File: src/rtl/sdcmd_pkg.sv
package sdcmd_pkg;
    localparam int REG_W      = 32;
    localparam int IDX_W      = 6;
    localparam int CRC_W      = 7;
    localparam int SHORT_BITS = 48;
    localparam int LONG_BITS  = 136;
    localparam int CRC_SPAN   = 40;
    localparam int CW_W       = 11;
    localparam int CW_GO      = 8;
    localparam int CW_STOP    = 9;
    localparam int CW_DATA    = 10;
    localparam int NFLAG      = 4;
    localparam int RSP_WORDS  = 4;

    localparam int A_ARG  = 0;
    localparam int A_CMD  = 1;
    localparam int A_STAT = 2;
    localparam int A_CLR  = 3;
    localparam int A_RIDX = 4;
    localparam int A_RSP0 = 5;

    typedef enum logic [1:0] {
        RSP_NONE      = 2'b00,
        RSP_SHORT_CRC = 2'b01,
        RSP_SHORT_RAW = 2'b10,
        RSP_LONG      = 2'b11
    } rsp_mode_e;

    typedef enum logic [1:0] {
        ST_IDLE,
        ST_TX,
        ST_WAIT,
        ST_RX
    } seq_state_e;
endpackage

File: src/rtl/sdcmd_crc7.sv
module sdcmd_crc7 #(
    parameter int W = 40
) (
    input  logic [W-1:0] bits_i,
    output logic [6:0]   crc_o
);
    always_comb begin
        logic [6:0] c;
        logic       fb;
        c = '0;
        for (int i = W - 1; i >= 0; i--) begin
            fb = bits_i[i] ^ c[6];
            c  = {c[5:0], 1'b0};
            if (fb) c = c ^ 7'h09;
        end
        crc_o = c;
    end
endmodule

File: src/rtl/sdcmd_seq.sv
module sdcmd_seq
    import sdcmd_pkg::*;
#(
    parameter int TMO_TICKS = 64
) (
    input  logic                 clk,
    input  logic                 rst_n,
    input  logic                 tick_i,
    input  logic                 start_i,
    input  logic                 abort_i,
    input  rsp_mode_e            mode_i,
    input  logic [IDX_W-1:0]     idx_i,
    input  logic [REG_W-1:0]     arg_i,
    input  logic                 cmd_in_i,
    output logic                 cmd_out_o,
    output logic                 cmd_oe_o,
    output logic                 busy_o,
    output logic [NFLAG-1:0]     ev_o,
    output logic                 rsp_valid_o,
    output logic [LONG_BITS-1:0] rsp_frame_o
);
    localparam int CNT_W = $clog2(LONG_BITS + 1);
    localparam int TMO_W = $clog2(TMO_TICKS + 1);

    typedef struct packed {
        seq_state_e            state;
        rsp_mode_e             mode;
        logic [SHORT_BITS-1:0] txsh;
        logic [CNT_W-1:0]      cnt;
        logic [TMO_W-1:0]      wcnt;
        logic [LONG_BITS-1:0]  rxsh;
    } seq_t;

    seq_t q, d;
    logic [CRC_W-1:0]     tx_crc, rx_crc;
    logic [LONG_BITS-1:0] rx_next;
    logic [CNT_W-1:0]     rx_len;

    assign rx_next = {q.rxsh[LONG_BITS-2:0], cmd_in_i};
    assign rx_len  = (q.mode == RSP_LONG) ? CNT_W'(LONG_BITS) : CNT_W'(SHORT_BITS);

    sdcmd_crc7 #(.W(CRC_SPAN)) u_tx_crc (.bits_i({2'b01, idx_i, arg_i}), .crc_o(tx_crc));
    sdcmd_crc7 #(.W(CRC_SPAN)) u_rx_crc (.bits_i(rx_next[SHORT_BITS-1:8]), .crc_o(rx_crc));

    always_comb begin
        d           = q;
        ev_o        = '0;
        rsp_valid_o = 1'b0;
        unique case (q.state)
            ST_IDLE: begin
                if (start_i) begin
                    d.state = ST_TX;
                    d.mode  = mode_i;
                    d.txsh  = {2'b01, idx_i, arg_i, tx_crc, 1'b1};
                    d.cnt   = '0;
                end
            end
            ST_TX: begin
                if (tick_i) begin
                    d.txsh = {q.txsh[SHORT_BITS-2:0], 1'b1};
                    d.cnt  = q.cnt + 1'b1;
                    if (q.cnt == CNT_W'(SHORT_BITS - 1)) begin
                        if (q.mode == RSP_NONE) begin
                            ev_o[0] = 1'b1;
                            d.state = ST_IDLE;
                        end else begin
                            d.state = ST_WAIT;
                            d.wcnt  = '0;
                        end
                    end
                end
            end
            ST_WAIT: begin
                if (tick_i) begin
                    if (!cmd_in_i) begin
                        d.state = ST_RX;
                        d.cnt   = CNT_W'(1);
                        d.rxsh  = rx_next;
                    end else if (q.wcnt == TMO_W'(TMO_TICKS - 1)) begin
                        ev_o[3] = 1'b1;
                        d.state = ST_IDLE;
                    end else begin
                        d.wcnt = q.wcnt + 1'b1;
                    end
                end
            end
            ST_RX: begin
                if (tick_i) begin
                    d.rxsh = rx_next;
                    d.cnt  = q.cnt + 1'b1;
                    if ((q.cnt + 1'b1) == rx_len) begin
                        rsp_valid_o = 1'b1;
                        d.state     = ST_IDLE;
                        if (q.mode == RSP_SHORT_CRC && rx_crc != rx_next[7:1]) ev_o[2] = 1'b1;
                        else                                                    ev_o[1] = 1'b1;
                    end
                end
            end
            default: d.state = ST_IDLE;
        endcase
        if (abort_i) begin
            d.state     = ST_IDLE;
            ev_o        = '0;
            rsp_valid_o = 1'b0;
        end
    end

    always_ff @(posedge clk or negedge rst_n) begin
        if (!rst_n) begin
            q <= '{state: ST_IDLE, mode: RSP_NONE, default: '0};
        end else begin
            q <= d;
        end
    end

    assign cmd_oe_o    = (q.state == ST_TX);
    assign cmd_out_o   = (q.state == ST_TX) ? q.txsh[SHORT_BITS-1] : 1'b1;
    assign busy_o      = (q.state != ST_IDLE);
    assign rsp_frame_o = rx_next;
endmodule

File: src/rtl/sdcmd_regs.sv
module sdcmd_regs
    import sdcmd_pkg::*;
#(
    parameter int ADDR_W = 4
) (
    input  logic                 clk,
    input  logic                 rst_n,
    input  logic                 wr_en_i,
    input  logic [ADDR_W-1:0]    wr_addr_i,
    input  logic [REG_W-1:0]     wr_data_i,
    input  logic [ADDR_W-1:0]    rd_addr_i,
    output logic [REG_W-1:0]     rd_data_o,
    input  logic [NFLAG-1:0]     ev_i,
    input  logic                 rsp_valid_i,
    input  logic [LONG_BITS-1:0] rsp_frame_i,
    input  logic                 busy_i,
    output logic                 start_o,
    output logic                 abort_o,
    output rsp_mode_e            mode_o,
    output logic [IDX_W-1:0]     idx_o,
    output logic [REG_W-1:0]     arg_o,
    output logic [NFLAG-1:0]     flags_o,
    output logic                 stop_tag_o,
    output logic                 data_tag_o
);
    typedef struct packed {
        logic [REG_W-1:0]                  arg;
        logic [CW_W-1:0]                   cmdw;
        logic [NFLAG-1:0]                  flags;
        logic [IDX_W-1:0]                  ridx;
        logic [RSP_WORDS-1:0][REG_W-1:0]   rw;
        logic                              start;
        logic                              abort;
    } regs_t;

    regs_t q, d;

    always_comb begin
        d       = q;
        d.start = 1'b0;
        d.abort = 1'b0;
        if (wr_en_i) begin
            case (int'(wr_addr_i))
                A_ARG: d.arg = wr_data_i;
                A_CMD: begin
                    if (q.cmdw[CW_GO]) begin
                        if (wr_data_i == '0) begin
                            d.cmdw  = '0;
                            d.abort = 1'b1;
                        end
                    end else begin
                        d.cmdw  = wr_data_i[CW_W-1:0];
                        d.start = wr_data_i[CW_GO];
                    end
                end
                A_CLR:   d.flags = q.flags & ~wr_data_i[NFLAG-1:0];
                default: ;
            endcase
        end
        d.flags = d.flags | ev_i;
        if (rsp_valid_i) begin
            if (mode_o == RSP_LONG) begin
                d.ridx = rsp_frame_i[133:128];
                for (int k = 0; k < RSP_WORDS; k++) begin
                    d.rw[k] = rsp_frame_i[127 - 32*k -: 32];
                end
            end else begin
                d.ridx  = rsp_frame_i[45:40];
                d.rw    = '0;
                d.rw[0] = rsp_frame_i[39:8];
            end
        end
    end

    always_ff @(posedge clk or negedge rst_n) begin
        if (!rst_n) q <= '0;
        else        q <= d;
    end

    always_comb begin
        rd_data_o = '0;
        case (int'(rd_addr_i))
            A_ARG:   rd_data_o = q.arg;
            A_CMD:   rd_data_o = REG_W'(q.cmdw);
            A_STAT:  rd_data_o = REG_W'({busy_i, q.flags});
            A_RIDX:  rd_data_o = REG_W'(q.ridx);
            default: begin
                for (int k = 0; k < RSP_WORDS; k++) begin
                    if (int'(rd_addr_i) == A_RSP0 + k) rd_data_o = q.rw[k];
                end
            end
        endcase
    end

    assign start_o    = q.start;
    assign abort_o    = q.abort;
    assign mode_o     = rsp_mode_e'(q.cmdw[7:6]);
    assign idx_o      = q.cmdw[IDX_W-1:0];
    assign arg_o      = q.arg;
    assign flags_o    = q.flags;
    assign stop_tag_o = q.cmdw[CW_STOP];
    assign data_tag_o = q.cmdw[CW_DATA];
endmodule

File: src/rtl/sdcmd_engine.sv
module sdcmd_engine
    import sdcmd_pkg::*;
#(
    parameter int ADDR_W    = 4,
    parameter int TMO_TICKS = 64
) (
    input  logic              clk,
    input  logic              rst_n,
    input  logic              card_clk_en,
    input  logic              reg_wr,
    input  logic [ADDR_W-1:0] reg_waddr,
    input  logic [31:0]       reg_wdata,
    input  logic [ADDR_W-1:0] reg_raddr,
    output logic [31:0]       reg_rdata,
    input  logic              cmd_in,
    output logic              cmd_out,
    output logic              cmd_oe,
    output logic              cmd_stop_tag,
    output logic              cmd_data_tag
);
    logic                 start_p, abort_p, busy, rsp_valid;
    logic [NFLAG-1:0]     ev, flags;
    logic [LONG_BITS-1:0] rsp_frame;
    rsp_mode_e            mode;
    logic [IDX_W-1:0]     idx;
    logic [REG_W-1:0]     arg;

    sdcmd_regs #(.ADDR_W(ADDR_W)) u_regs (
        .clk(clk), .rst_n(rst_n),
        .wr_en_i(reg_wr), .wr_addr_i(reg_waddr), .wr_data_i(reg_wdata),
        .rd_addr_i(reg_raddr), .rd_data_o(reg_rdata),
        .ev_i(ev), .rsp_valid_i(rsp_valid), .rsp_frame_i(rsp_frame), .busy_i(busy),
        .start_o(start_p), .abort_o(abort_p), .mode_o(mode), .idx_o(idx), .arg_o(arg),
        .flags_o(flags), .stop_tag_o(cmd_stop_tag), .data_tag_o(cmd_data_tag)
    );

    sdcmd_seq #(.TMO_TICKS(TMO_TICKS)) u_seq (
        .clk(clk), .rst_n(rst_n), .tick_i(card_clk_en),
        .start_i(start_p), .abort_i(abort_p), .mode_i(mode), .idx_i(idx), .arg_i(arg),
        .cmd_in_i(cmd_in), .cmd_out_o(cmd_out), .cmd_oe_o(cmd_oe), .busy_o(busy),
        .ev_o(ev), .rsp_valid_o(rsp_valid), .rsp_frame_o(rsp_frame)
    );
endmodule

File: config.mk
export PLATFORM = sky130hd
export DESIGN_NAME = sdcmd_engine
export DESIGN_NICKNAME = d
export VERILOG_FILES = /design/src/rtl/sdcmd_pkg.sv /design/src/rtl/sdcmd_crc7.sv /design/src/rtl/sdcmd_seq.sv /design/src/rtl/sdcmd_regs.sv /design/src/rtl/sdcmd_engine.sv
export SDC_FILE = /design/constraint.sdc
export NUM_CORES = 1
export LEC_CHECK = 0
export ABC_AREA = 1
export BUFFER_PORTS_ARGS = -buffer_cell sky130_fd_sc_hd__buf_2
export CORE_ASPECT_RATIO = 0.7
export CORE_MARGIN = 5
export CORE_UTILIZATION = 50
export CTS_CLUSTER_DIAMETER = 100
export DETAILED_ROUTE_END_ITERATION = 16
export GPL_ROUTABILITY_DRIVEN = 0
export HOLD_SLACK_MARGIN = 0.1
export PLACE_DENSITY = 0.71
export SLEW_MARGIN = 20
export SYNTH_ARGS = -nofsm -noshare
export SYNTH_HDL_FRONTEND = slang
export SYNTH_SLANG_ARGS = --single-unit
File: constraint.sdc
create_clock -name clk -period 6.59 [get_ports clk]
set_input_delay 1.318 -clock clk [delete_from_list [all_inputs] [get_ports clk]]
set_output_delay 1.318 -clock clk [all_outputs]
set_load 0.005 [all_outputs]
==> metrics.txt, run 1 <==
outcome finished, final reports clean; Register Area 9580 um2; Routed Antenna Nets 0; Synth Register Bits 383; global-route wire length before repair 88900 um; CP Capture Type output pin; post-DR wirelength/cell 19.0 um; ys async rst share 100%; Tot Pwr 12.6 mW; fillers 3377; Placed Cells 2913; Power Dens Cells 598 nW/um2; Synth Instances 2450; Post-Synth Adder-Cell Area 0.197%; post-synthesis net count 2498; RSZ-0062 raised after global routing no; Via density 5.74; post-synthesis area per instance 7.76 um2; Non-Filler Instances 2983; initial antenna violation count 2; Clock transition at path regs 60 ps; Setup crit start reg_raddr[1]; synthesized area 19000 um2; number of cells upsized or downsized after cts 0; Max H-tree Level 2; Clock Latency Late Sink 550 ps; largest net degree at the start of global routing 204; IO Port Bufs 80; CP arrival 3650 ps; met2 routed WL 24400 um; Initial Util 50.9%; HPWL after DPL 39300 um; reg2reg end u_regs.q[19]; Vias 17119; largest stage delay on the critical path 850 ps; highest metal used met5; P&R area growth vs syn 10.9%; multi-input logic area 7770 um2; worst setup path endpoint reg_rdata[0]; max-slew violations 0; Worst-Margin Slew 1150 ps; final core utilization 56.5%; GR Overflow Total 0; Max Cap Viol 0; iteration count of the initial detailed-routing pass 5; Critical Path RT 5270 ps; LEAKAGE 10.6 nW; post-synthesis sequential area ratio 50.4%; IO Pins 81; post-synthesis mux area share 0%; die area 42100 um2; period utilisation layout 75.5%; startpoint types input port; Post-CTS Setup Repair Bufs 0; GRT Total Usage 26.2%; post-detailed-routing wire length 56800 um; Max FO, Critical Path 32; Simple-Gate Fraction of Synth Area 22.8%; maximum vdd drop 0.544 mV; total CTS buffers 38; Core Area 37400 um2; CP max stage cell clkinv_1; TritonCTS clock tree yes; first-iteration detailed-routing DRC count 2046; worst-case clock buffer depth 3; minimum clock period after layout 4970 ps; Chip Width 243 um; Met1 Wirelength 25000 um; FP Rows 59; R2R Path Start u_seq.q[143]; routed wl met3 5360 um; Fmax 201 MHz; Setup Skew 25.5 ps; number of synthesized flops with an enable pin 0; total negative setup slack 0 ps; Netlist cell types 44; reg2reg path depth 10; Synth Flop Type dfrtp_1; largest family of logic cells by synthesized area simple AND/OR/NAND/NOR gates; vias in the first global route 16029; # nets final 2513; Hold Crit Class flop to flop; Remaining DRCs 0; Root Buffer Master clkbuf_16; XOR/XNOR share of the synthesized area 2.64%; min-delay src u_seq.rsp_frame_o[98]; worst-path cell chain buf_2, nor2_1, inv_1, nor3_1, clkinv_1, o211ai_1, buf_2; Max-slew headroom 23.0%; Die H 173 um; Synth Warn # 0; share of layout cells above drive strength 1 7.54%; Fin. Hold Viols 0; R2R setup slack 2790 ps; Clock Sinks 383; hold_buf cts 0; most used cell, CP buf_2; compound-gate portion of the synthesized area 15.0%; Setup CP Type input port to output pin; final setup violation count 0
## cells in the final DEF, fill, tap and decap left out, types with 2 or more instances in the layout
cell and count:
xnor2_2 2, buf_2 79, clkbuf_1 2, xor2_2 4, a31oi_1 8, nand3b_1 3
clkinvlp_4 2, dfrtp_1 383, buf_4 9, clkbuf_16 39, nor3_1 5, a221oi_1 5
nand4_1 7, clkbuf_8 10, o41ai_1 2, nor4_1 9, nor2_1 159, inv_1 328
ha_1 3, a21oi_1 123, nand3_1 223, or2_2 3, nand2_2 6, clkinv_2 11
nand2_1 630, inv_2 5, buf_12 3, clkinv_1 2, o221ai_1 21, o211ai_1 40
bufinv_16 4, o2111ai_1 6, xor2_1 28, o22ai_1 46, xnor2_1 15, o21ai_0 250
## layout make-up
class                      instances  area share [%]
multi-input combinational       1614            36.8
antenna                            1          0.0119
clock inverter                    18           0.943
clock buffer                      51            5.32
inverter                         336            5.99
sequential                       383            45.5
timing repair buffer              92            2.55
tap                              488            2.90
## metrics by stage
step	hold WS [ps]	setup WS, ps	instance area, um2
2_1_floorplan	440	2910	19000
3_3_place_gp	457	2020	19800
3_5_place_dp	457	1850	19800
4_1_cts	478	1850	21100
5_1_grt	491	1450	21100
6_report	471	1620	21100
## metal layers
layer	track usage [%]	vias to the layer above
met2	38.8	785
met3	5.66	116
li1	-	7966
met1	38.8	8248
met4	8.39	4
met5	0	-
## kinds of logic (layout without fill, tap and decap cells)
group                    after synthesis  in the layout
XOR/XNOR                              50             50
flip-flops                           383            383
AND/OR/NAND/NOR                     1053           1053
other                                  0              1
adder cells (fa/ha/maj)                3              3
AO/OA/AOI/OAI                        508            508
buffers and inverters                453            497
## flip-flops by register name (all words and copies together), names as in the netlist
register	cells
u_regs.abort_o	1
u_regs.flags_o	4
u_regs.stop_tag_o	1
u_seq.rsp_frame_o	133
u_regs.start_o	1
u_regs.q	135
u_regs.idx_o	6
u_regs.mode_o	2
u_seq.q	67
u_regs.data_tag_o	1
u_regs.arg_o	32
## worst min path at each step
stage	endpoint	slack (ps)	cells past startpoint
after floorplan	u_seq.q[151]	440	1
after global placement	u_seq.q[151]	460	1
final	u_seq.rsp_frame_o[99]	470	2
after CTS	u_seq.rsp_frame_o[104]	480	2
after global routing	u_seq.q[151]	490	1
after detailed placement	u_seq.q[151]	460	1
## power by group
part           total, mW  internal [mW]  switching, mW
sequential          3.29           2.82          0.465
combinational       7.00           2.12           4.88
clock               2.32           1.35          0.960
## worst max-delay path, delay by kind of cell
kind                   cells  cell delay [ps]
AND/OR/NAND/NOR            2              280
AO/OA/AOI/OAI              1              790
buffers and inverters      4             1260
## synth_stat cells, drive strengths merged, types with 2 or more instances
master	count	share of area [%]
xor2	33	1.8
o2111ai	6	0.28
o211ai	40	1.6
ha	3	0.20
a221oi	5	0.23
nand2	637	13
nor4	9	0.30
buf	15	0.32
xnor2	17	0.86
o221ai	21	0.97
o21ai	252	6.6
nand4	7	0.23
o22ai	46	1.5
a31oi	8	0.26
dfrtp	383	50
or2	4	0.13
a21oi	124	3.3
clkinv	2	0.039
nor3	6	0.18
inv	334	6.6
nand3	224	5.9
nor2	161	3.2
clkbuf	102	2.0
nand3b	3	0.12
o41ai	2	0.092
Note: power is estimated with default switching activity, not from simulation.
==> inputs of run 2 (changes only) <==
--- a/config.mk
+++ b/config.mk
@@ -5,7 +5,7 @@
 export SDC_FILE = /design/constraint.sdc
 export NUM_CORES = 1
 export LEC_CHECK = 0
-export ABC_AREA = 1
+export ABC_AREA = 0
 export BUFFER_PORTS_ARGS = -buffer_cell sky130_fd_sc_hd__buf_2
 export CORE_ASPECT_RATIO = 0.7
 export CORE_MARGIN = 5
==> constraint.sdc (replaced) <==
create_clock -name clk -period 4.62 [get_ports clk]
set_input_delay 0.924 -clock clk [delete_from_list [all_inputs] [get_ports clk]]
set_output_delay 0.924 -clock clk [all_outputs]
set_load 0.005 [all_outputs]
==> run 2 against run 1 <==
  * Die area is 1.5% lower
  * Combinational power is 71% lower
  * Clock-buffer cell count up 5
  * Design area is 1.2% lower
  * Synthesized cell count fell by 26%
  * Hold slack better by 2.4 ps
  * Register-to-register slack lost 1400 ps
  * Routed wire length shrank 9.1%
  * Area after synthesis is 1.6% lower
  * Global-route usage is 1.2 points lower
  * Critical endpoint is now reg_rdata[4]
  * Non-clock buffer count up 18
  * Clock skew is 13 ps lower
==> metrics.txt, run 2 <==
Power Dens Cells 430 nW/um2 (-28%); Via density 5.89 (+2.7%); initial antenna violation count 0 (-2); startpoint types flop; GR Overflow Total 0 (unchanged); main area contributors after synthesis dfrtp_1, mux2_2, nand2_1, o21ai_0, xnor2_1; Setup WS pre-CTS 1020 ps (-839 ps); die area 41500 um2 (-1.5%); Largest Register u_regs.q; number of cells upsized or downsized after cts 0 (unchanged); Fmax 274 MHz; Post-CTS Setup Repair Bufs 0 (unchanged); Clock Sinks 383 (unchanged); P&R area growth vs syn 11.3%; total negative setup slack 0 ps (unchanged); iteration count of the initial detailed-routing pass 5 (unchanged); hold_buf cts 0 (unchanged); HPWL after DPL 36200 um (-8.0%); Core Area 37100 um2 (-0.79%); R2R setup slack 1360 ps (-1430 ps); Setup CP Type flop to output pin; outcome finished, final reports clean; final setup violation count 0 (unchanged); vias in the first global route 13578 (-15%); first-iteration detailed-routing DRC count 1637 (-20%); max-slew violations 0 (unchanged); IO Pins 81 (unchanged); ys async rst share 100% (unchanged); Synth Register Bits 383 (unchanged); Register Area 9580 um2 (unchanged); Clock Latency Late Sink 540 ps (about the same); reg2reg end u_regs.q[76]; number of synthesized flops with an enable pin 0 (unchanged); IO Port Bufs 80 (unchanged); GRT Total Usage 25.0% (-1.2 points); largest net degree at the start of global routing 133 (-35%); Max Cap Viol 0 (unchanged); Synth Warn # 0 (unchanged); multi-input logic area 8630 um2 (+11%); post-DR wirelength/cell 21.9 um (+15%); Initial Util 50.5% (-0.41 points); Hold Crit Class flop to flop; CP arrival 2720 ps (-930 ps); cell taking the most area after synthesis dfrtp_1; Synth top area share 51.2% (+0.81 points); Max H-tree Level 2 (unchanged); min-delay src u_seq.q[141]; maximum vdd drop 0.553 mV (+1.6%); CP Capture Type output pin; hold depth 1 (-1); Fin. Hold Viols 0 (unchanged); Netlist cell types 60 (+36%); post-synthesis sequential area ratio 51.2% (+0.81 points); period utilisation layout 78.9%; commonest cells after routing, fill and taps aside dfrtp_1, nand2_1, o21ai_0; post-synthesis net count 1869 (-25%); R2R Path Start u_seq.q[143]; post-detailed-routing wire length 51700 um (-9.1%); # nets final 1891 (-25%); most common cell after layout, fill and taps aside dfrtp_1; Tot Pwr 8.96 mW (-29%); reg2reg path depth 11 (+1); synthesized area 18700 um2 (-1.6%); Chip Width 241 um (-0.76%); Routed Antenna Nets 0 (unchanged); ANT cells 0 (-1); Commonest cells post-synth dfrtp_1, nand2_1, o21ai_0; Largest register FFs 135 (unchanged); Setup Skew 12.7 ps (-12.8 ps); Max FO, Critical Path 13 (-59%); minimum clock period after layout 3650 ps; Root Buffer Master clkbuf_16; FP Rows 59 (unchanged); Critical Path RT 3700 ps (-1570 ps); share of layout cells above drive strength 1 19.1% (+12 points); Die H 172 um (-0.75%); Clock transition at path regs 60 ps (about the same); global-route wire length before repair 80600 um (-9.4%); LEAKAGE 9.33 nW (-12%); post-synthesis area per instance 10.3 um2 (+32%); Synth Flop Type dfrtp_1; Worst Setup Slack, final 974 ps (-643 ps); worst-case clock buffer depth 3 (unchanged); total CTS buffers 38 (unchanged); RSZ-0062 raised after global routing no; hold-critical path endpoint u_seq.q[141]; Worst-Margin Slew 1080 ps (-77.4 ps); Vias 13901 (-19%); TritonCTS clock tree yes; Synth Instances 1821 (-26%); Max-slew headroom 28.3% (+5.3 points); most frequent cell after synthesis dfrtp_1; Remaining DRCs 0 (unchanged); fillers 3200 (-5.2%)
run 2: final cells by class:
type,instances,area share [%]
clock inverters,12,0.468
inverters,8,0.144
well taps,488,2.93
flip-flops and latches,383,46.0
clock buffers,56,5.63
repair buffers,110,3.39
multi-input cells,1302,41.4
run 2: power breakdown:
part           internal, mW  total (mW)  leakage, nW  switching [mW]
clock network          1.82        3.14        0.627            1.32
logic                  1.06        2.00         3.89           0.934
registers              3.56        3.82         4.81           0.265
run 2: critical path: stages, from the launching register on:
cell	delay, ps
dfrtp_1	640
inv_1	340
nand3_1	170
o21ai_0	120
o22a_1	220
nor2_1	100
a21oi_1	80
o21ai_0	320
buf_2	190
run 2: worst max path at each step:
| stage | start | end | slack [ps] | depth (start not counted) |
|---|---|---|---|---|
| floorplan | reg_raddr[2] | reg_rdata[0] | 1430 | 8 |
| finish | u_seq.q[201] | reg_rdata[4] | 970 | 8 |
| detailed placement | reg_raddr[0] | reg_rdata[3] | 1020 | 5 |
| global route | u_seq.q[201] | reg_rdata[4] | 860 | 8 |
| global placement | reg_raddr[0] | reg_rdata[3] | 1020 | 8 |
| CTS | reg_raddr[0] | reg_rdata[3] | 1020 | 5 |
run 2: through the flow:
step                utilization (%)  area (um2)  hold WS (ps)  std cells
floorplan                         -       18700           430       1821
global placement               52.7       19500           452       2290
detailed placement             52.7       19500           465       2290
CTS                            56.1       20800           480       2358
global route                   56.2       20800           507       2359
finish                         56.2       20800           473       2359
run 2: kinds of logic after synthesis:
| family | share of synthesized area, % |
|---|---|
| AO/OA/AOI/OAI | 11.2 |
| XOR/XNOR | 8.57 |
| adder cells (fa/ha/maj) | 0.201 |
| buffers and inverters | 2.91 |
| flip-flops | 51.2 |
| multiplexers | 13.0 |
| AND/OR/NAND/NOR | 13.0 |
run 2: routing by layer:
layer,global-route usage (%),vias to the layer above,wire length [um]
li1,-,6329,-
met1,36.9,6893,22900
met2,35.1,593,21700
met3,8.75,86,5540
met4,7.33,0,1520
met5,0,-,0
